==> src/rtl/i2c_tgt_pkg.sv <==
package i2c_tgt_pkg;

  localparam logic ADDR_CTRL = 1'b0;
  localparam logic ADDR_DATA = 1'b1;

  // control word bit positions
  localparam int B_EN      = 0;
  localparam int B_CLR_RX  = 1;
  localparam int B_CLR_TX  = 2;
  localparam int B_FSEL    = 3;
  localparam int B_ADDR_LO = 4;
  localparam int B_IE_RXA  = 11;
  localparam int B_IE_RXF  = 12;
  localparam int B_IE_TXE  = 13;
  localparam int B_DLOG_LO = 15;
  localparam int B_RXA     = 25;
  localparam int B_RXF     = 26;
  localparam int B_TXE     = 27;
  localparam int B_TXF     = 28;
  localparam int B_SCL     = 29;
  localparam int B_SDA     = 30;
  localparam int B_BUSY    = 31;

  typedef struct packed {
    logic push;
    logic pop;
    logic clr;
  } fifoStrb_t;

  typedef struct packed {
    fifoStrb_t rx;
    fifoStrb_t tx;
  } fifoCtl_t;

  typedef struct packed {
    logic rxAvail;
    logic rxFull;
    logic txEmpty;
    logic txFull;
  } fifoStat_t;

  typedef struct packed {
    logic       ieTxEmpty;
    logic       ieRxFull;
    logic       ieRxAvail;
    logic [6:0] devAddr;
    logic       filterSel;
    logic       enable;
  } ctrlReg_t;

endpackage

==> src/rtl/i2c_tgt_fifo.sv <==
module i2c_tgt_fifo #(
  parameter int DEPTH = 4,
  parameter int WIDTH = 8
) (
  input  logic             clk,
  input  logic             rstN,
  input  logic             clr,
  input  logic             push,
  input  logic [WIDTH-1:0] pushData,
  input  logic             pop,
  output logic [WIDTH-1:0] head,
  output logic             empty,
  output logic             full
);

  generate
    if (DEPTH == 1) begin : gHold
      logic             validQ;
      logic [WIDTH-1:0] dataQ;

      always_ff @(posedge clk or negedge rstN) begin
        if (!rstN) begin
          validQ <= 1'b0;
          dataQ  <= '0;
        end else if (clr) begin
          validQ <= 1'b0;
        end else begin
          if (pop && validQ) validQ <= 1'b0;
          if (push && !validQ) begin
            validQ <= 1'b1;
            dataQ  <= pushData;
          end
        end
      end

      assign head  = dataQ;
      assign empty = !validQ;
      assign full  = validQ;
    end else begin : gRing
      localparam int AW = $clog2(DEPTH);
      localparam logic [AW:0] CNT_MAX = (AW+1)'(DEPTH);

      logic [WIDTH-1:0] mem [DEPTH];
      logic [AW-1:0]    wrPtr, rdPtr;
      logic [AW:0]      cnt;
      logic             doPush, doPop;

      assign empty  = (cnt == '0);
      assign full   = (cnt == CNT_MAX);
      assign doPush = push && !full;
      assign doPop  = pop && !empty;

      always_ff @(posedge clk or negedge rstN) begin
        if (!rstN) begin
          wrPtr <= '0;
          rdPtr <= '0;
          cnt   <= '0;
        end else if (clr) begin
          wrPtr <= '0;
          rdPtr <= '0;
          cnt   <= '0;
        end else begin
          if (doPush) wrPtr <= wrPtr + 1'b1;
          if (doPop)  rdPtr <= rdPtr + 1'b1;
          case ({doPush, doPop})
            2'b10:   cnt <= cnt + 1'b1;
            2'b01:   cnt <= cnt - 1'b1;
            default: cnt <= cnt;
          endcase
        end
      end

      always_ff @(posedge clk) begin
        if (doPush && !clr) mem[wrPtr] <= pushData;
      end

      assign head = mem[rdPtr];
    end
  endgenerate

endmodule

==> src/rtl/i2c_tgt_datapath.sv <==
module i2c_tgt_datapath
  import i2c_tgt_pkg::*;
#(
  parameter int FIFO_DEPTH = 4
) (
  input  logic      clk,
  input  logic      rstN,
  input  fifoCtl_t  ctl,
  input  logic [7:0] txWrData,
  input  logic [7:0] rxPushData,
  output logic [7:0] rxHead,
  output logic [7:0] txHead,
  output fifoStat_t stat
);

  logic rxEmpty, rxFull, txEmpty, txFull;

  i2c_tgt_fifo #(.DEPTH(FIFO_DEPTH), .WIDTH(8)) rxFifo_i (
    .clk(clk), .rstN(rstN), .clr(ctl.rx.clr),
    .push(ctl.rx.push), .pushData(rxPushData), .pop(ctl.rx.pop),
    .head(rxHead), .empty(rxEmpty), .full(rxFull)
  );

  i2c_tgt_fifo #(.DEPTH(FIFO_DEPTH), .WIDTH(8)) txFifo_i (
    .clk(clk), .rstN(rstN), .clr(ctl.tx.clr),
    .push(ctl.tx.push), .pushData(txWrData), .pop(ctl.tx.pop),
    .head(txHead), .empty(txEmpty), .full(txFull)
  );

  assign stat.rxAvail = !rxEmpty;
  assign stat.rxFull  = rxFull;
  assign stat.txEmpty = txEmpty;
  assign stat.txFull  = txFull;

endmodule

==> src/rtl/i2c_tgt_ctrl.sv <==
module i2c_tgt_ctrl
  import i2c_tgt_pkg::*;
#(
  parameter int FIFO_DEPTH = 4
) (
  input  logic        clk,
  input  logic        rstN,
  input  logic        regWrEn,
  input  logic        regRdEn,
  input  logic        regAddr,
  input  logic [31:0] regWrData,
  input  logic        regWrFull,
  output logic [31:0] regRdData,
  input  logic        engRxPush,
  input  logic        engTxPop,
  input  logic        engBusy,
  input  logic        senseScl,
  input  logic        senseSda,
  input  fifoStat_t   stat,
  input  logic [7:0]  rxHead,
  input  logic [7:0]  txHead,
  output logic [7:0]  engTxData,
  output fifoCtl_t    ctl,
  output ctrlReg_t    cfg,
  output logic        irq
);

  localparam logic [3:0] DEPTH_LOG = 4'($clog2(FIFO_DEPTH));

  ctrlReg_t cfgQ;
  logic     wrCtrl, wrData, rdData;

  assign wrCtrl = regWrEn && regWrFull && (regAddr == ADDR_CTRL);
  assign wrData = regWrEn && regWrFull && (regAddr == ADDR_DATA);
  assign rdData = regRdEn && (regAddr == ADDR_DATA);

  always_ff @(posedge clk or negedge rstN) begin
    if (!rstN) begin
      cfgQ <= '0;
    end else if (wrCtrl) begin
      cfgQ.enable    <= regWrData[B_EN];
      cfgQ.filterSel <= regWrData[B_FSEL];
      cfgQ.devAddr   <= regWrData[B_ADDR_LO +: 7];
      cfgQ.ieRxAvail <= regWrData[B_IE_RXA];
      cfgQ.ieRxFull  <= regWrData[B_IE_RXF];
      cfgQ.ieTxEmpty <= regWrData[B_IE_TXE];
    end
  end

  // strobes to the datapath; clear has priority inside the queues
  always_comb begin
    ctl.rx.clr  = !cfgQ.enable || (wrCtrl && regWrData[B_CLR_RX]);
    ctl.tx.clr  = !cfgQ.enable || (wrCtrl && regWrData[B_CLR_TX]);
    ctl.rx.push = cfgQ.enable && engRxPush;
    ctl.rx.pop  = cfgQ.enable && rdData;
    ctl.tx.push = cfgQ.enable && wrData;
    ctl.tx.pop  = cfgQ.enable && engTxPop;
  end

  always_comb begin
    regRdData = '0;
    if (regAddr == ADDR_CTRL) begin
      regRdData[B_EN]            = cfgQ.enable;
      regRdData[B_FSEL]          = cfgQ.filterSel;
      regRdData[B_ADDR_LO +: 7]  = cfgQ.devAddr;
      regRdData[B_IE_RXA]        = cfgQ.ieRxAvail;
      regRdData[B_IE_RXF]        = cfgQ.ieRxFull;
      regRdData[B_IE_TXE]        = cfgQ.ieTxEmpty;
      regRdData[B_DLOG_LO +: 4]  = DEPTH_LOG;
      regRdData[B_RXA]           = stat.rxAvail;
      regRdData[B_RXF]           = stat.rxFull;
      regRdData[B_TXE]           = stat.txEmpty;
      regRdData[B_TXF]           = stat.txFull;
      regRdData[B_SCL]           = senseScl;
      regRdData[B_SDA]           = senseSda;
      regRdData[B_BUSY]          = engBusy;
    end else if (stat.rxAvail) begin
      regRdData[7:0] = rxHead;
    end
  end

  assign engTxData = stat.txEmpty ? 8'hFF : txHead;
  assign irq = cfgQ.enable && ((cfgQ.ieRxAvail && stat.rxAvail) ||
                               (cfgQ.ieRxFull  && stat.rxFull)  ||
                               (cfgQ.ieTxEmpty && stat.txEmpty));
  assign cfg = cfgQ;

endmodule

==> src/rtl/i2c_target_csr.sv <==
module i2c_target_csr
  import i2c_tgt_pkg::*;
#(
  parameter int FIFO_DEPTH = 4
) (
  input  logic        clk,
  input  logic        rstN,
  input  logic        regWrEn,
  input  logic        regRdEn,
  input  logic        regAddr,
  input  logic [31:0] regWrData,
  input  logic        regWrFull,
  output logic [31:0] regRdData,
  input  logic        engRxPush,
  input  logic [7:0]  engRxData,
  input  logic        engTxPop,
  output logic [7:0]  engTxData,
  input  logic        engBusy,
  input  logic        senseScl,
  input  logic        senseSda,
  output logic        cfgEnable,
  output logic        cfgFilterSel,
  output logic [6:0]  cfgDevAddr,
  output logic        irq
);

  fifoCtl_t  fifoCtl;
  fifoStat_t fifoStat;
  ctrlReg_t  cfg;
  logic [7:0] rxHead, txHead;

  i2c_tgt_ctrl #(.FIFO_DEPTH(FIFO_DEPTH)) ctrl_i (
    .clk(clk), .rstN(rstN),
    .regWrEn(regWrEn), .regRdEn(regRdEn), .regAddr(regAddr),
    .regWrData(regWrData), .regWrFull(regWrFull), .regRdData(regRdData),
    .engRxPush(engRxPush), .engTxPop(engTxPop), .engBusy(engBusy),
    .senseScl(senseScl), .senseSda(senseSda),
    .stat(fifoStat), .rxHead(rxHead), .txHead(txHead),
    .engTxData(engTxData), .ctl(fifoCtl), .cfg(cfg), .irq(irq)
  );

  i2c_tgt_datapath #(.FIFO_DEPTH(FIFO_DEPTH)) dp_i (
    .clk(clk), .rstN(rstN), .ctl(fifoCtl),
    .txWrData(regWrData[7:0]), .rxPushData(engRxData),
    .rxHead(rxHead), .txHead(txHead), .stat(fifoStat)
  );

  assign cfgEnable    = cfg.enable;
  assign cfgFilterSel = cfg.filterSel;
  assign cfgDevAddr   = cfg.devAddr;

endmodule

==> config.mk <==
export PLATFORM = sky130hd
export DESIGN_NAME = i2c_target_csr
export DESIGN_NICKNAME = d
export VERILOG_FILES = /design/src/rtl/i2c_tgt_pkg.sv /design/src/rtl/i2c_tgt_fifo.sv /design/src/rtl/i2c_tgt_datapath.sv /design/src/rtl/i2c_tgt_ctrl.sv /design/src/rtl/i2c_target_csr.sv
export SDC_FILE = /design/constraint.sdc
export NUM_CORES = 1
export LEC_CHECK = 0
export BUFFER_PORTS_ARGS = -buffer_cell sky130_fd_sc_hd__buf_2
export CAP_MARGIN = 20
export CORE_MARGIN = 2
export CORE_UTILIZATION = 55
export DETAILED_ROUTE_END_ITERATION = 8
export PLACE_DENSITY = 0.82
export SLEW_MARGIN = 20
export SYNTH_ARGS = -nofsm -noshare
export SYNTH_HDL_FRONTEND = slang
export SYNTH_SLANG_ARGS = --single-unit
==> constraint.sdc <==
create_clock -name clk -period 6.5 [get_ports clk]
set_clock_uncertainty 0.2 [all_clocks]
set_input_delay 0.325 -clock clk [delete_from_list [all_inputs] [get_ports clk]]
set_output_delay 0.325 -clock clk [all_outputs]
set_load 0.02 [all_outputs]
==> flow_metrics.py <==
metrics = {
    "clocking": {
        "cts_setup_buffers": 0,
        "clk_pin_slew_ps": 90,
        "htreeDepth": 3,
        "ctsRootBufferMaster": "clkbuf_8",
        "cts_tree": "yes",
        "cts_buffers": 9,
        "insertion_delay_ps": 370,
        "numClockSinks": 90,
        "clockBufferDepth": 2,
    },
    "detailed_routing": {
        "wl_um": 7950,
        "drc": 0,
        "final_antenna_net_count": 0,
        "vias_per_cell": 5.45,
        "drtPass1Iterations": 4,
        "num_vias": 2508,
        "drt-initial-drc-count": 183,
        "wl_per_cell_um": 17.3,
    },
    "setup_path": {
        "crit_required_ps": 5970,
        "r2r_slack_ps": 4050,
        "crit_path_end_kind": "output pin",
        "critPathMaxStageDelay_ps": 740,
        "path_cells": "mux4_2 > or2_2 > buf_2",
        "crit_path_max_fanout": 10,
        "worstReg2RegEnd": "dp_i.rxFifo_i.gRing.cnt[2]",
        "reg2reg_from": "dp_i.rxFifo_i.gRing.cnt[0]",
        "critical_path_class": "register to output pin",
        "rr_worst_depth": 6,
        "crit_slowest_cell": "dfrtp_1",
        "cp.arrival_ps": 2130,
        "start_kind": "register",
    },
    "grt": {
        "track_usage": 0.204,
        "grt_max_degree": 27,
        "antenna_found_initial": 0,
        "grt_pass1_vias": 2612,
        "grt-ovfl-total": 0,
        "grt_pass1_wl_um": 12800,
    },
    "place": {
        "place_congestion": 0.839,
        "preCtsSetupSlack_ps": 3900,
        "port_buffers": 72,
        "dp_hpwl_um": 5370,
        "dp_cells": 424,
    },
    "timing": {
        "tns_ps": 0,
        "setup_viol": 0,
        "fin_crit_ps": 2650,
        "finalCritPeriodShare": 0.408,
        "max_freq_mhz": 377,
        "hold_viol": 0,
        "slew-limit-headroom": 0.492,
        "rsz0062_at_grt": "no",
        "fin_ws_ps": 3850,
        "worst_pin_slew_ps": 759,
        "drv_slew": 0,
    },
    "final_layout": {
        "fill_cells": 523,
        "area_growth_pct": 18.2,
        "fin_nets": 417,
        "drive_gt1_frac": 0.363,
        "stdcell_count": 460,
        "diodes": 0,
        "multi_input_area_mm2": 0.00138,
        "seqCellArea_mm2": 0.00257,
    },
    "yosys": {
        "yosysSeqAreaShare": 0.623,
        "avgSynthCellArea_um2": 15.2,
        "ys_ff_latch": 90,
        "yosysUniqueCellTypes": 48,
        "synth_enable_flop_cells": 64,
        "synthArstFlopShare": 0.289,
        "synth_top_flop_cell": "edfxtp_1",
        "syn_inst": 272,
        "synth_area_mm2": 0.00413,
        "yosys_warnings": 0,
    },
    "die": {
        "rows": 31,
        "die_w_um": 90.6,
        "initial_utilization": 0.569,
        "dieArea_mm2": 0.00821,
        "core_mm2": 0.00725,
        "die_h_um": 90.6,
        "ios": 101,
    },
    "worst_hold_path": {
        "hold_path_end": "ctrl_i.cfg[11]",
        "hold_depth": 2,
        "hold_start": "regWrData[13]",
        "worst_hold_path_type": "input pin to register",
    },
    "power_and_ir_drop": {
        "powerDensity_mw_per_mm2": 264,
        "p_total_mw": 1.29,
        "vdd_drop_max_v": 0.000210,
        "leakage_nw": 1.92,
    },
    "run_status": {
        "outcome": "complete, no violations",
    },
    "run": {
        "maxCapViolCount": 0,
    },
}
[worst max path at each step]
stage	slack, ps	end	startpoint
detailed placement	3900	dp_i.txFifo_i.gRing.wrPtr[0]	regAddr
global placement	3940	dp_i.txFifo_i.gRing.wrPtr[0]	regAddr
finish	3850	engTxData[6]	dp_i.txFifo_i.gRing.rdPtr[0]
CTS	3790	engTxData[6]	dp_i.txFifo_i.gRing.rdPtr[0]
global route	3730	engTxData[1]	dp_i.txFifo_i.gRing.rdPtr[0]
floorplan	4200	dp_i.txFifo_i.gRing.cnt[2]	ctrl_i.cfg[0]
[critical path, delay by kind of cell, from the launching register on]
family | cells | cell delay [ps]
buffers and inverters | 1 | 160
multiplexers | 1 | 570
AND/OR/NAND/NOR | 1 | 280
flip-flops | 1 | 740
[logic make-up (layout without fill, tap and decap cells)]
family	after synthesis	after routing	share of synthesized area
other cells	1	10	0.000908
simple gates	74	74	0.106
compound gates	28	28	0.0536
fa+ha+maj	10	10	0.0340
flops	90	90	0.623
mux	29	29	0.123
buf+inv	36	116	0.0509
xor+xnor	4	4	0.00849
[through the flow]
step / hold slack [ps] / util / area [um2]
final: 4.42 / 0.673 / 4880
after CTS: 2.81 / 0.672 / 4870
after global placement: 162 / 0.616 / 4470
after detailed placement: 176 / 0.616 / 4470
after floorplan: -171 / - / 4160
after global routing: 17.8 / 0.673 / 4880
[timing repair]
action / in CTS / in global routing
hold buffers: 20 / 0
hold endpoints to repair: 85 / 0
resized for setup: 0 / 0
endpoints found under the setup margin: 0 / 0
[per-layer routing]
metal  track usage  part of all wire  routed length (um)  up-vias
li1              -                 -                   -     1169
met1         0.251              0.42                3310     1256
met2         0.351              0.53                4190       69
met3        0.0417             0.039                 311       14
met4        0.0872             0.017                 136        0
met5             0                 0                   0        -
[synthesized netlist by cell type (all sizes together) (2+ instances only)]
| master | instances | area, um2 |
|---|---|---|
| xnor2 | 3 | 26.3 |
| nand3 | 4 | 20.0 |
| ha | 8 | 100 |
| or3 | 2 | 13.8 |
| and3 | 6 | 37.5 |
| edfxtp | 64 | 1920 |
| fa | 2 | 40.0 |
| a22o | 6 | 52.6 |
| or3b | 3 | 26.3 |
| o21ai | 6 | 30.0 |
| dfrtp | 26 | 651 |
| or2 | 8 | 50.1 |
| nor3b | 5 | 37.5 |
| inv | 8 | 30.0 |
| mux4 | 16 | 360 |
| nor2b | 9 | 56.3 |
| clkbuf | 4 | 15.0 |
| nor3 | 9 | 50.1 |
| a21oi | 6 | 30.0 |
| nand4 | 2 | 12.5 |
| mux2 | 13 | 146 |
| o21a | 2 | 15.0 |
| nor2 | 11 | 41.3 |
| buf | 24 | 165 |
| nand2 | 5 | 18.8 |
| and2 | 4 | 25.0 |
| o2111a | 2 | 31.3 |
[placed cells by master, fill, tap and decap left out, types with 3 or more instances in the layout]
cell and instances:
nor3b_1 5, edfxtp_1 64, a22o_1 6, xnor2_1 3
nor3_1 7, nor2b_1 9, dlygate4sd3_1 20, clkbuf_8 9
conb_1 10, ha_1 8, nand3_1 4, nor2_1 11
buf_2 72, nand2_1 5, inv_1 8, mux4_2 16
and3_1 6, or3b_1 3, dfrtp_1 26, mux2_2 13
o21ai_0 5, and2_1 4, a21oi_1 6, or2_2 8
[where the power goes]
group	total (mW)	leakage, nW	switching, mW	internal (mW)
Sequential	0.677	0.913	0.0289	0.648
Combinational	0.214	0.894	0.126	0.0881
Clock	0.399	0.108	0.213	0.186
[registers in the layout, summed over array words and instances, names as in the netlist]
name,count
dp_i.txFifo_i.gRing.rdPtr,2
dp_i.rxFifo_i.gRing.mem,32
dp_i.rxFifo_i.gRing.cnt,3
ctrl_i.cfg,12
dp_i.rxFifo_i.gRing.wrPtr,2
dp_i.txFifo_i.gRing.wrPtr,2
dp_i.rxFifo_i.gRing.rdPtr,2
dp_i.txFifo_i.gRing.cnt,3
dp_i.txFifo_i.gRing.mem,32
[layout make-up]
type,count,share of cell area
repair buffers,92,0.115
inverters,8,0.00616
flip-flops and latches,90,0.527
clock buffers,9,0.0254
clock inverters,7,0.0172
well taps,99,0.0254
multi-input cells,155,0.284
(Power assumes the default switching activity.)
